--- config.mk ---
export PLATFORM = sky130hd
export DESIGN_NAME = mode_switch_regs
export DESIGN_NICKNAME = d
export VERILOG_FILES = /design/src/rtl/mode_switch_pkg.sv /design/src/rtl/mode_switch_decode.sv /design/src/rtl/mode_switch_flags.sv /design/src/rtl/mode_switch_status.sv /design/src/rtl/mode_switch_regs.sv
export SDC_FILE = /design/constraint.sdc
export NUM_CORES = 1
export LEC_CHECK = 0
export CORE_MARGIN = 5
export CORE_UTILIZATION = 30
export CTS_CLUSTER_SIZE = 8
export DETAILED_ROUTE_END_ITERATION = 10
export PLACE_DENSITY = 0.8
export RECOVER_POWER = 100
export SETUP_SLACK_MARGIN = 0.05
export SLEW_MARGIN = 20
export SYNTH_ARGS = -nofsm -noshare
export SYNTH_HDL_FRONTEND = slang
export SYNTH_SLANG_ARGS = --single-unit
--- constraint.sdc ---
create_clock -name clk -period 2.9 [get_ports clk]
set_input_delay 0.725 -clock clk [delete_from_list [all_inputs] [get_ports clk]]
set_output_delay 0.725 -clock clk [all_outputs]
set_load 0.01 [all_outputs]
--- src/rtl/mode_switch_pkg.sv ---
// Shared constants for the mode flag register.
// Assumes: 8-bit I/O address byte, flags indexed in set/clear pair order.
package mode_switch_pkg;
    localparam int NUM_FLAGS   = 5;     // mode flags held by the block
    localparam int ADDR_W      = 8;     // low I/O address byte
    localparam int DATA_W      = 8;     // status data width
    localparam int CLR_BASE    = 'h02;  // clear address of flag 0; set is +1
    localparam int STAT_BASE   = 'h13;  // status address of flag 0
    localparam int LC_BANK_ADR = 'h11;  // status of language-card bank 2
    localparam int LC_READ_ADR = 'h12;  // status of language-card RAM read
    localparam int PAIR_END    = CLR_BASE + 2 * NUM_FLAGS; // first address past the pairs

    typedef enum logic [2:0] {
        F_AUX_READ  = 3'd0,
        F_AUX_WRITE = 3'd1,
        F_INT_SLOT  = 3'd2,
        F_ALT_ZP    = 3'd3,
        F_SLOT3     = 3'd4
    } flag_idx_e;
endpackage

--- src/rtl/mode_switch_decode.sv ---
// Write decoder: turns a write strobe plus address into one-hot set/clear
// pulses, one pair per flag. Assumes pair i sits at CLR_BASE+2i / +2i+1.
module mode_switch_decode
    import mode_switch_pkg::*;
#(
    parameter int N = NUM_FLAGS
) (
    input  logic [ADDR_W-1:0] addr,
    input  logic              wr,
    output logic [N-1:0]      set_p,
    output logic [N-1:0]      clr_p
);
    for (genvar i = 0; i < N; i++) begin : g_pair
        localparam logic [ADDR_W-1:0] CLR_A = ADDR_W'(CLR_BASE + 2 * i);
        localparam logic [ADDR_W-1:0] SET_A = ADDR_W'(CLR_BASE + 2 * i + 1);
        // match this flag's clear and set addresses
        always_comb begin
            clr_p[i] = wr && (addr == CLR_A);
            set_p[i] = wr && (addr == SET_A);
        end
    end
endmodule

--- src/rtl/mode_switch_flags.sv ---
// Flag storage: one register per flag, updated by set/clear pulses.
// Assumes set and clear for the same flag never arrive together.
module mode_switch_flags
    import mode_switch_pkg::*;
#(
    parameter int N = NUM_FLAGS
) (
    input  logic         clk,
    input  logic         rst_n,
    input  logic [N-1:0] set_p,
    input  logic [N-1:0] clr_p,
    output logic [N-1:0] q
);
    for (genvar i = 0; i < N; i++) begin : g_flag
        // hold, set or clear flag i
        always_ff @(posedge clk) begin
            if (!rst_n)        q[i] <= 1'b0;
            else if (set_p[i]) q[i] <= 1'b1;
            else if (clr_p[i]) q[i] <= 1'b0;
        end


        set_takes_chk: assert property (@(posedge clk) disable iff (!rst_n)
            set_p[i] |=> q[i]);

        clr_takes_chk: assert property (@(posedge clk) disable iff (!rst_n)
            (clr_p[i] && !set_p[i]) |=> !q[i]);

        idle_holds_chk: assert property (@(posedge clk) disable iff (!rst_n)
            (!set_p[i] && !clr_p[i]) |=> $stable(q[i]));
    end
endmodule

--- src/rtl/mode_switch_status.sv ---
// Status read port: maps the read address to one status bit and registers
// it with a valid flag. Unlisted addresses return zero with valid low.
module mode_switch_status
    import mode_switch_pkg::*;
#(
    parameter int N = NUM_FLAGS
) (
    input  logic              clk,
    input  logic              rst_n,
    input  logic [ADDR_W-1:0] addr,
    input  logic              rd,
    input  logic [N-1:0]      flags,
    input  logic              lc_bank2,
    input  logic              lc_ram_read,
    output logic [DATA_W-1:0] data,
    output logic              valid
);
    logic hit;
    logic bit_val;

    // select the status bit addressed by this read
    always_comb begin
        hit     = 1'b0;
        bit_val = 1'b0;
        if (addr == ADDR_W'(LC_BANK_ADR)) begin
            hit = 1'b1; bit_val = lc_bank2;
        end else if (addr == ADDR_W'(LC_READ_ADR)) begin
            hit = 1'b1; bit_val = lc_ram_read;
        end
        for (int i = 0; i < N; i++) begin
            if (addr == ADDR_W'(STAT_BASE + i)) begin
                hit = 1'b1; bit_val = flags[i];
            end
        end
    end

    // register the response one cycle after the read strobe
    always_ff @(posedge clk) begin
        if (!rst_n) begin
            valid <= 1'b0;
            data  <= '0;
        end else begin
            valid <= rd && hit;
            data  <= {(rd && hit && bit_val), {(DATA_W-1){1'b0}}};
        end
    end


    no_rd_no_valid_chk: assert property (@(posedge clk) disable iff (!rst_n)
        !rd |=> (!valid && data == '0));

    low_bits_zero_chk: assert property (@(posedge clk) disable iff (!rst_n)
        data[DATA_W-2:0] == '0);

    miss_no_data_chk: assert property (@(posedge clk) disable iff (!rst_n)
        !valid |-> data == '0);
endmodule

--- src/rtl/mode_switch_regs.sv ---
// Top of the memory-mapping mode flag register: write decode, flag storage
// and status read port. Assumes single-cycle strobes on a shared address.
module mode_switch_regs
    import mode_switch_pkg::*;
(
    input  logic              clk,
    input  logic              rst_n,
    input  logic [ADDR_W-1:0] io_addr,
    input  logic              io_wr,
    input  logic              io_rd,
    input  logic              lc_bank2,
    input  logic              lc_ram_read,
    output logic [DATA_W-1:0] stat_data,
    output logic              stat_valid,
    output logic              aux_read,
    output logic              aux_write,
    output logic              int_slot_rom,
    output logic              alt_zpage,
    output logic              slot3_card_rom
);
    logic [NUM_FLAGS-1:0] set_p, clr_p, flags;

    mode_switch_decode #(.N(NUM_FLAGS)) u_decode (
        .addr(io_addr), .wr(io_wr), .set_p(set_p), .clr_p(clr_p)
    );

    mode_switch_flags #(.N(NUM_FLAGS)) u_flags (
        .clk(clk), .rst_n(rst_n), .set_p(set_p), .clr_p(clr_p), .q(flags)
    );

    mode_switch_status #(.N(NUM_FLAGS)) u_status (
        .clk(clk), .rst_n(rst_n), .addr(io_addr), .rd(io_rd),
        .flags(flags), .lc_bank2(lc_bank2), .lc_ram_read(lc_ram_read),
        .data(stat_data), .valid(stat_valid)
    );

    // fan the flag vector out to named outputs
    always_comb begin
        aux_read       = flags[F_AUX_READ];
        aux_write      = flags[F_AUX_WRITE];
        int_slot_rom   = flags[F_INT_SLOT];
        alt_zpage      = flags[F_ALT_ZP];
        slot3_card_rom = flags[F_SLOT3];
    end


    outside_write_chk: assert property (@(posedge clk) disable iff (!rst_n)
        (io_wr && !(io_addr >= ADDR_W'(CLR_BASE) && io_addr < ADDR_W'(PAIR_END)))
            |=> $stable(flags));

    read_no_effect_chk: assert property (@(posedge clk) disable iff (!rst_n)
        (io_rd && !io_wr) |=> $stable(flags));

    reset_clear_chk: assert property (@(posedge clk)
        !rst_n |=> (flags == '0 && !stat_valid));
endmodule

; Word level (Yosys, flattened, before mapping)
; Index checks and enable logic that the tools add are counted.
[totals]
register_bits = 14
latchBits = 0
ram_bits = 0
romBits = 0
in_bits = 14
output_inout_bits = 14
wordCells = 66
mem_count = 0
[op_classes]
addsub = 0
mul = 0
div_mod_pow = 0
magnitude_cmp = 0
n_eq_ne = 17
shifts = 0
mux = 24
n_bitwise = 0
n_reduce_logical = 17
[op_table]
columns = cell, count
row1 = 8-bit by 5-bit equality test with 1-bit output (second input constant), 7
row2 = 8-bit by 3-bit equality test with 1-bit output (second input constant), 4
row3 = 8-bit by 4-bit equality test with 1-bit output (second input constant), 4
row4 = 1-bit two-way mux, 24
row5 = 8-bit by 2-bit equality test with 1-bit output (second input constant), 2
row6 = 1-bit logical AND, 12
row7 = 2-bit nonzero test, 5

; Logic depth before layout (Yosys ltp)
; Gate-level depths: netlist of run 1.
[depth]
word_depth = 10
depth_mapped = 5
ltp_nobuf = 4

; By module
; Synthesis of run 1 repeated with hierarchy kept, for this count alone.
[hier_totals]
cells_unflattened = 57
hier_area_um2 = 535.5
[by_module_without_submodules]
columns = mod, instances, cells_per_inst, area_each_um2, seq_area_each_um2
row1 = mode_switch_flags, 1, 15, 206.4, 100.1
row2 = mode_switch_status, 1, 24, 203.9, 40.0
row3 = mode_switch_decode, 1, 18, 125.1, 0.0

; Worst setup path before layout of run 1
; No wires, ideal clock.
[synth_timing]
path_kind = in2reg
startpoint = input port io_addr[7]
endpoint = register u_flags.q[1]
setup_time_ns = 0.115
t_arrival_ns = 1.758
setup_slack_ns = 1.027
path_stages = 4
path_buffers = 0
path_cell_list = or3_4 -> or4_4 -> nand3_2 -> o21ai_2
[synth_via]
elab_chain_cells = 3
[synth_lines]
columns = element, line_no
row1 = from (decl), mode_switch_regs.sv:8  ; input logic [ADDR_W-1:0] io_addr,
row2 = 8-bit by 3-bit equality test with 1-bit output (on tied branches), "mode_switch_decode.sv:19, mode_switch_decode.sv:18"
row3 = 1-bit logical AND (on tied branches), "mode_switch_decode.sv:19, mode_switch_decode.sv:18"
row4 = 1-bit two-way mux / 2-bit nonzero test (equally long branches), n/a
row5 = "to (signal, indexed assignment)", mode_switch_flags.sv:17  ; if (!rst_n) q[i] <= 1'b0;
row6 = "to (signal, indexed assignment)", mode_switch_flags.sv:18  ; else if (set_p[i]) q[i] <= 1'b1;
row7 = "to (signal, indexed assignment)", mode_switch_flags.sv:19  ; else if (clr_p[i]) q[i] <= 1'b0;
row8 = to (decl), mode_switch_flags.sv:12  ; output logic [N-1:0] q
; Parallel ways exist; a longest one is shown, timed or not.
; A chain may end at the register's enable or synchronous reset.

; Final worst setup path of run 1
[layout_timing]
startpoint = input port io_addr[1]
endpoint = register u_status.data[7]
[layout_via]
elab_chain_cells = 10
[layout_lines]
columns = element, line_no
row1 = 8-bit by 5-bit equality test with 1-bit output, mode_switch_status.sv:27  ; end else if (addr == ADDR_W'(LC_READ_ADR)) begin
row2 = 1-bit two-way mux, mode_switch_status.sv:27
row3 = 1-bit two-way mux, mode_switch_status.sv:25  ; if (addr == ADDR_W'(LC_BANK_ADR)) begin
row4 = 1-bit two-way mux (5 in series), mode_switch_status.sv:31  ; if (addr == ADDR_W'(STAT_BASE + i)) begin
row5 = 1-bit logical AND, mode_switch_status.sv:44  ; data <= {(rd && hit && bit_val), {(DATA_W-1){1'b0}}};
row6 = 1-bit logical AND *, mode_switch_status.sv:44
row7 = to (signal assigned), mode_switch_status.sv:44
row8 = to (decl), mode_switch_status.sv:15  ; output logic [DATA_W-1:0] data,
; Every way passes the cells marked *; elsewhere a longest branch is shown, timed or not.

==> metrics, run 1 <==
VDD IR max=218 uV; minimum clock period=2.17 ns; CTS H-Tree Depth=1; Synth area leader=dfxtp_1; critical path capture point type=register; top cells by area, synth=dfxtp_1 32%, buf_4 12%, mux2i_1 6.9%, mux4_2 5.2%, nand2b_1 4.3%; Critical Path Start Type=primary input; WS Path Type=primary input to register; CTS tree=yes; FF-to-FF path depth=4; predominant post-synthesis flop cell=dfxtp_1; IO buf count=20; Chip Width=48.1 um; final setup violation count=0; Hold Buf Count CTS=0; Tot Pwr=0.221 mW; DRC=0; status=complete, no violations; maximum clock rate=461 MHz; R2R setup slack=1.71 ns; Rows=13; Clock Tree Buf Depth=2; CP required=3.04 ns; Finished Cell Area=637 sq um; clk sink count=7; Post-synth top cells=7 x buf_4, 7 x dfxtp_1, 4 x nand2_1; Max-slew headroom=63.8%; Post-Syn Instances=48; mapped cell area=435 sq um; Core Area=1330 sq um; Detail Placement HPWL=942 um; Post-DRT Antenna Nets=0; DP Cell Count=81; synthesis-stage register bit count=7; First DRT Iteration DRCs=18; die area=2310 sq um; Worst Hold Class=register to register; final std cells w/o fill=85; sequential-to-total area share from yosys stat=32.2%; Post-Synth Adder-Cell Area=0%; XOR/XNOR Fraction of Synth Area=0%; Via Count=415; largest net degree at the start of global routing=10; Clock transition at path regs=0.05 ns; area delta synth->final=46.3%; crit path max fanout=9; starting density of the core=32.6%; post-synthesis mux area share=14.7%; LEAKAGE=0.261 nW; Num CTS Buffers=3; reg-to-reg startpoint=u_flags.q[4]$_SDFFE_PN0P_; Worst Path Arrival=2.31 ns; GRT Util Overall=11.3%; clk root buf=clkbuf_4; antenna fix cells=0; setup TNS=0 ns; GR Overflow Total=0; Max Cap Violations=0; Cell Pwr Density=346 nW/um^2; Post-synth EDFFs=0; die height=48.1 um; RSZ-0062 raised after global routing=no; Gates resized, CTS repair=0; Slew Viols, Final=0; Netlist cell types=23; largest family of logic cells by synthesized area=simple AND/OR/NAND/NOR gates; Async S/R FF share, synth=0%; final wirelength=1090 um; Hold Path Depth=2; Placed Area=619 sq um; I/O pins=28; post-route core utilization=47.7%; Hold Fails Final Rpt=0; clock network fraction of design power=38.9%; Post-Syn Area per Cell=9.07 sq um; wire per inst=12.8 um; Skew-Pair Late Insertion Delay=0.25 ns; Setup Fix Bufs, Post-CTS=0; via/cell ratio=4.88; TritonRoute pass-1 iters=4; initial antenna violation count=0; GPL Wtd Cong=0.868; Net Sw Frac=23.1%; CP startpoint=io_addr[1]; period utilization=74.8%; top cell type's share of synthesized area=32.2%; wire length of the first global-routing pass=1710 um; combinational power share=17.2%; hold endpoint=u_flags.q[1]$_SDFFE_PN0P_; Flop pwr share=43.9%; skew final=0.000105 ns; vias in the first global route=391; worst slew pin tran=0.536 ns; Psw=0.0510 mW; Worst Hold Launch=u_flags.q[1]$_SDFFE_PN0P_; Internal Power=0.170 mW; share of layout cells above drive strength 1=10.0%; Warnings, synthesis=0; Synth Area in Simple Gates=33.6%; nets@finish=85; Critical R2R Capture=u_status.data[7]$_SDFF_PN0_; Compound-Gate Fraction of Synth Area=5.46%
-- layer usage --
layer  global-route usage [%]  share of wire [%]  routed length [um]  up-vias
li1                         -                  -                   -      204
met1                     11.5                 37                 405      190
met2                     20.3                 52                 570       19
met3                     5.54                9.4                 103        2
met4                     3.23                1.0                  11        0
met5                        0                  0                   0        -
-- stage by stage --
| stage | hold WS, ns | setup slack [ns] |
|---|---|---|
| 2_1_floorplan | 0.490 | 1.03 |
| 3_3_place_gp | 0.471 | 0.571 |
| 3_5_place_dp | 0.485 | 0.527 |
| 4_1_cts | 0.492 | 0.792 |
| 5_1_grt | 0.517 | 0.649 |
| 6_report | 0.481 | 0.730 |
-- area by class of cell --
type	count	area, sq um
fill	141	697
sequential	7	140
multi-input combinational	39	251
clock buffer	4	26.3
timing repair buffer	20	200
tap	15	18.8
-- power groups by stage --
stage               Sequential (mW)  Clock, mW  Combinational, mW
floorplan                    0.0988          0             0.0220
global placement             0.0987          0             0.0383
global route                 0.0966     0.0966             0.0416
CTS                          0.0967     0.0897             0.0391
finish                       0.0968     0.0859             0.0379
detailed placement           0.0987          0             0.0390
-- flip-flops by register name, summed over array words and instances, names as in the netlist --
| name | flops |
|---|---|
| u_status.data | 1 |
| u_flags.q | 5 |
| u_status.valid | 1 |
-- layout by cell type (no fill, tap or decap), drive strengths merged, types with 2 or more instances in the layout --
| master | count |
|---|---|
| dlygate4sd3 | 9 |
| nand3 | 4 |
| clkbuf | 4 |
| o21ai | 4 |
| nand2 | 4 |
| conb | 7 |
| dfxtp | 7 |
| mux2i | 3 |
| nor3 | 2 |
| clkdlybuf4s50 | 11 |
| nand2b | 3 |
| nand4b | 2 |
-- kinds of logic (layout without fill, tap and decap cells) --
logic type,count (synthesis),count (layout)
simple gates,23,23
buf+inv,8,24
flops,7,7
mux,5,5
compound gates,4,4
other cells,1,7
-- critical path, cell delays in order --
cell           delay [ns]
dlygate4sd3_1        0.74
mux4_2               0.56
nand2b_1             0.08
o21ai_0              0.06
and2_0               0.15
-- worst max path at each step --
stage | depth (start not counted) | end | slack, ns
2_1_floorplan | 4 | u_flags.q[1]$_SDFFE_PN0P_ | 1.03
3_3_place_gp | 5 | u_flags.q[1]$_SDFFE_PN0P_ | 0.57
3_5_place_dp | 5 | u_status.data[7]$_SDFF_PN0_ | 0.53
4_1_cts | 5 | u_status.data[7]$_SDFF_PN0_ | 0.79
5_1_grt | 5 | u_status.data[7]$_SDFF_PN0_ | 0.65
6_report | 5 | u_status.data[7]$_SDFF_PN0_ | 0.73
Power figures use the tool's default switching activity.
==> run 2, diff against run 1 <==
clock period = 2.25 ns   (was 2.9 ns; I/O delays follow)
==> metrics, run 2 (synthesis results as in run 1) <==
crit path max fanout=3 (was 9); Fill cells=133 (was 141); DRC=0 (unchanged); GPL Wtd Cong=0.864 (was 0.868); WS Path Type=primary input to register (unchanged); Max Cap Violations=0 (unchanged); Net Sw Frac=23.1% (about the same); Internal Power=0.220 mW (was 0.170 mW); RSZ-0062 raised after global routing=no (unchanged); starting density of the core=32.6% (unchanged); commonest non-fill, non-tap cells in the layout=12 x clkdlybuf4s50_1, 8 x dlygate4sd3_1, 7 x conb_1, 7 x dfxtp_1, 4 x nand2_1 (was 11 x clkdlybuf4s50_1, 9 x dlygate4sd3_1, 7 x conb_1, 7 x dfxtp_1, 4 x nand2_1); Worst Hold Class=register to register (unchanged); critical path capture point type=register (unchanged); Largest register FFs=5 (unchanged); GR Overflow Total=0 (unchanged); die height=48.1 um (unchanged); clk sink count=7 (unchanged); die area=2310 sq um (unchanged); combinational power share=17.9% (was 17.2%); Via Count=430 (was 415); post-route core utilization=48.9% (was 47.7%); CP max stage cell=or4_1 (was dlygate4sd3_1); Chip Width=48.1 um (unchanged); Gates resized, CTS repair=0 (unchanged); setup TNS=0 ns (unchanged); clock network fraction of design power=38.6% (was 38.9%); wire per inst=12.8 um (about the same); skew final=0.00163 ns (was 0.000105 ns); initial antenna violation count=0 (unchanged); largest net degree at the start of global routing=9 (was 10); VDD IR max=323 uV (was 218 uV); CP required=2.38 ns (was 3.04 ns); Worst Path Arrival=2.14 ns (was 2.31 ns); status=complete, no violations (unchanged); Hold Buf Count CTS=0 (unchanged); First DRT Iteration DRCs=11 (was 18); final wirelength=1110 um (was 1090 um); CP Cell Sequence=clkdlybuf4s50_1 -> or3_1 -> or4_1 -> nand3_2 -> o21ai_2 (was dlygate4sd3_1 -> mux4_2 -> nand2b_1 -> o21ai_0 -> and2_0); most common cell after layout, fill and taps aside=clkdlybuf4s50_1 (unchanged); area delta synth->final=49.7% (was 46.3%); Detail Placement HPWL=936 um (was 942 um); final setup violation count=0 (unchanged); Critical Path Start Type=primary input (unchanged); top flop regs=u_flags.q (5), u_status.data (1), u_status.valid (1) (unchanged); Rows=13 (unchanged); clk root buf=clkbuf_4 (unchanged); Num CTS Buffers=3 (unchanged); Skew-Pair Late Insertion Delay=0.24 ns (was 0.25 ns); TritonRoute pass-1 iters=4 (unchanged); Post-DRT Antenna Nets=0 (unchanged); via/cell ratio=4.94 (was 4.88); nets@finish=87 (was 85); Clock transition at path regs=0.05 ns (about the same); vias in the first global route=419 (was 391); Cell Pwr Density=439 nW/um^2 (was 346 nW/um^2); Biggest register=u_flags.q (unchanged); CP peak stage delay=0.57 ns (was 0.74 ns); Hold Fails Final Rpt=0 (unchanged); Core Area=1330 sq um (unchanged); Tot Pwr=0.286 mW (was 0.221 mW); Flop pwr share=43.5% (was 43.9%); Psw=0.0661 mW (was 0.0510 mW); Clock Tree Buf Depth=2 (unchanged); I/O pins=28 (unchanged); LEAKAGE=0.272 nW (was 0.261 nW); period utilization=89.0%; CTS H-Tree Depth=1 (unchanged); Setup Fix Bufs, Post-CTS=0 (unchanged); Hold Slack=0.480 ns (was 0.481 ns); share of layout cells above drive strength 1=12.5% (was 10.0%); IO buf count=20 (unchanged); CTS tree=yes (unchanged); minimum clock period=2.00 ns; GRT Util Overall=10.8% (was 11.3%); maximum clock rate=499 MHz; wire length of the first global-routing pass=1730 um (was 1710 um); antenna fix cells=0 (unchanged); Slew Viols, Final=0 (unchanged)
[run 2: changes by cell type in the layout (fill, tap and decap cells not counted), sizes merged]
cell / previous run / this run
buf: 0 / 2
clkdlybuf4s50: 11 / 12
dlygate4sd3: 9 / 8
[run 2: final cells by class]
type	count	area, sq um	area share (%)
multi-input combinational	39	251	38.6
timing repair buffer	22	215	33.0
sequential	7	140	21.5
clock buffer	4	26.3	4.03
tap	15	18.8	2.88
[run 2: through the flow]
step / cell area [sq um] / std cells / worst slack [ns]
detailed placement: 634 / 83 / 0.0548
global placement: 634 / 83 / 0.0849
global route: 652 / 87 / 0.200
floorplan: 458 / 54 / 0.540
CTS: 661 / 87 / 0.312
finish: 652 / 87 / 0.247
[run 2: final timing paths]
check | endpoint | start | cells past startpoint | slack [ns]
max | u_flags.q[1]$_SDFFE_PN0P_ | io_addr[7] | 5 | 0.25
max reg2reg | u_status.data[7]$_SDFF_PN0_ | u_flags.q[4]$_SDFFE_PN0P_ | 4 | 1.06
min reg2reg | u_flags.q[2]$_SDFFE_PN0P_ | u_flags.q[2]$_SDFFE_PN0P_ | 2 | 0.48
min | u_flags.q[2]$_SDFFE_PN0P_ | u_flags.q[2]$_SDFFE_PN0P_ | 2 | 0.48
[run 2: per-layer routing]
layer | wire (um) | global-route usage, % | vias to the layer above
li1 | - | - | 207
met1 | 432 | 12.2 | 203
met2 | 566 | 17.7 | 18
met3 | 96 | 4.80 | 2
met4 | 19 | 4.30 | 0
met5 | 0 | 0 | -
[run 2: worst max-delay path, delay by kind of cell]
kind	cells	cell delay [ns]
compound gates	1	0.06
simple gates	3	1.09
buf+inv	1	0.42
[run 2: power by group through the flow]
stage	Combinational [mW]	Clock, mW	Sequential, mW
detailed placement	0.0521	0	0.127
CTS	0.0523	0.117	0.125
finish	0.0513	0.111	0.125
global route	0.0551	0.124	0.124
floorplan	0.0284	0	0.127
global placement	0.0514	0	0.127
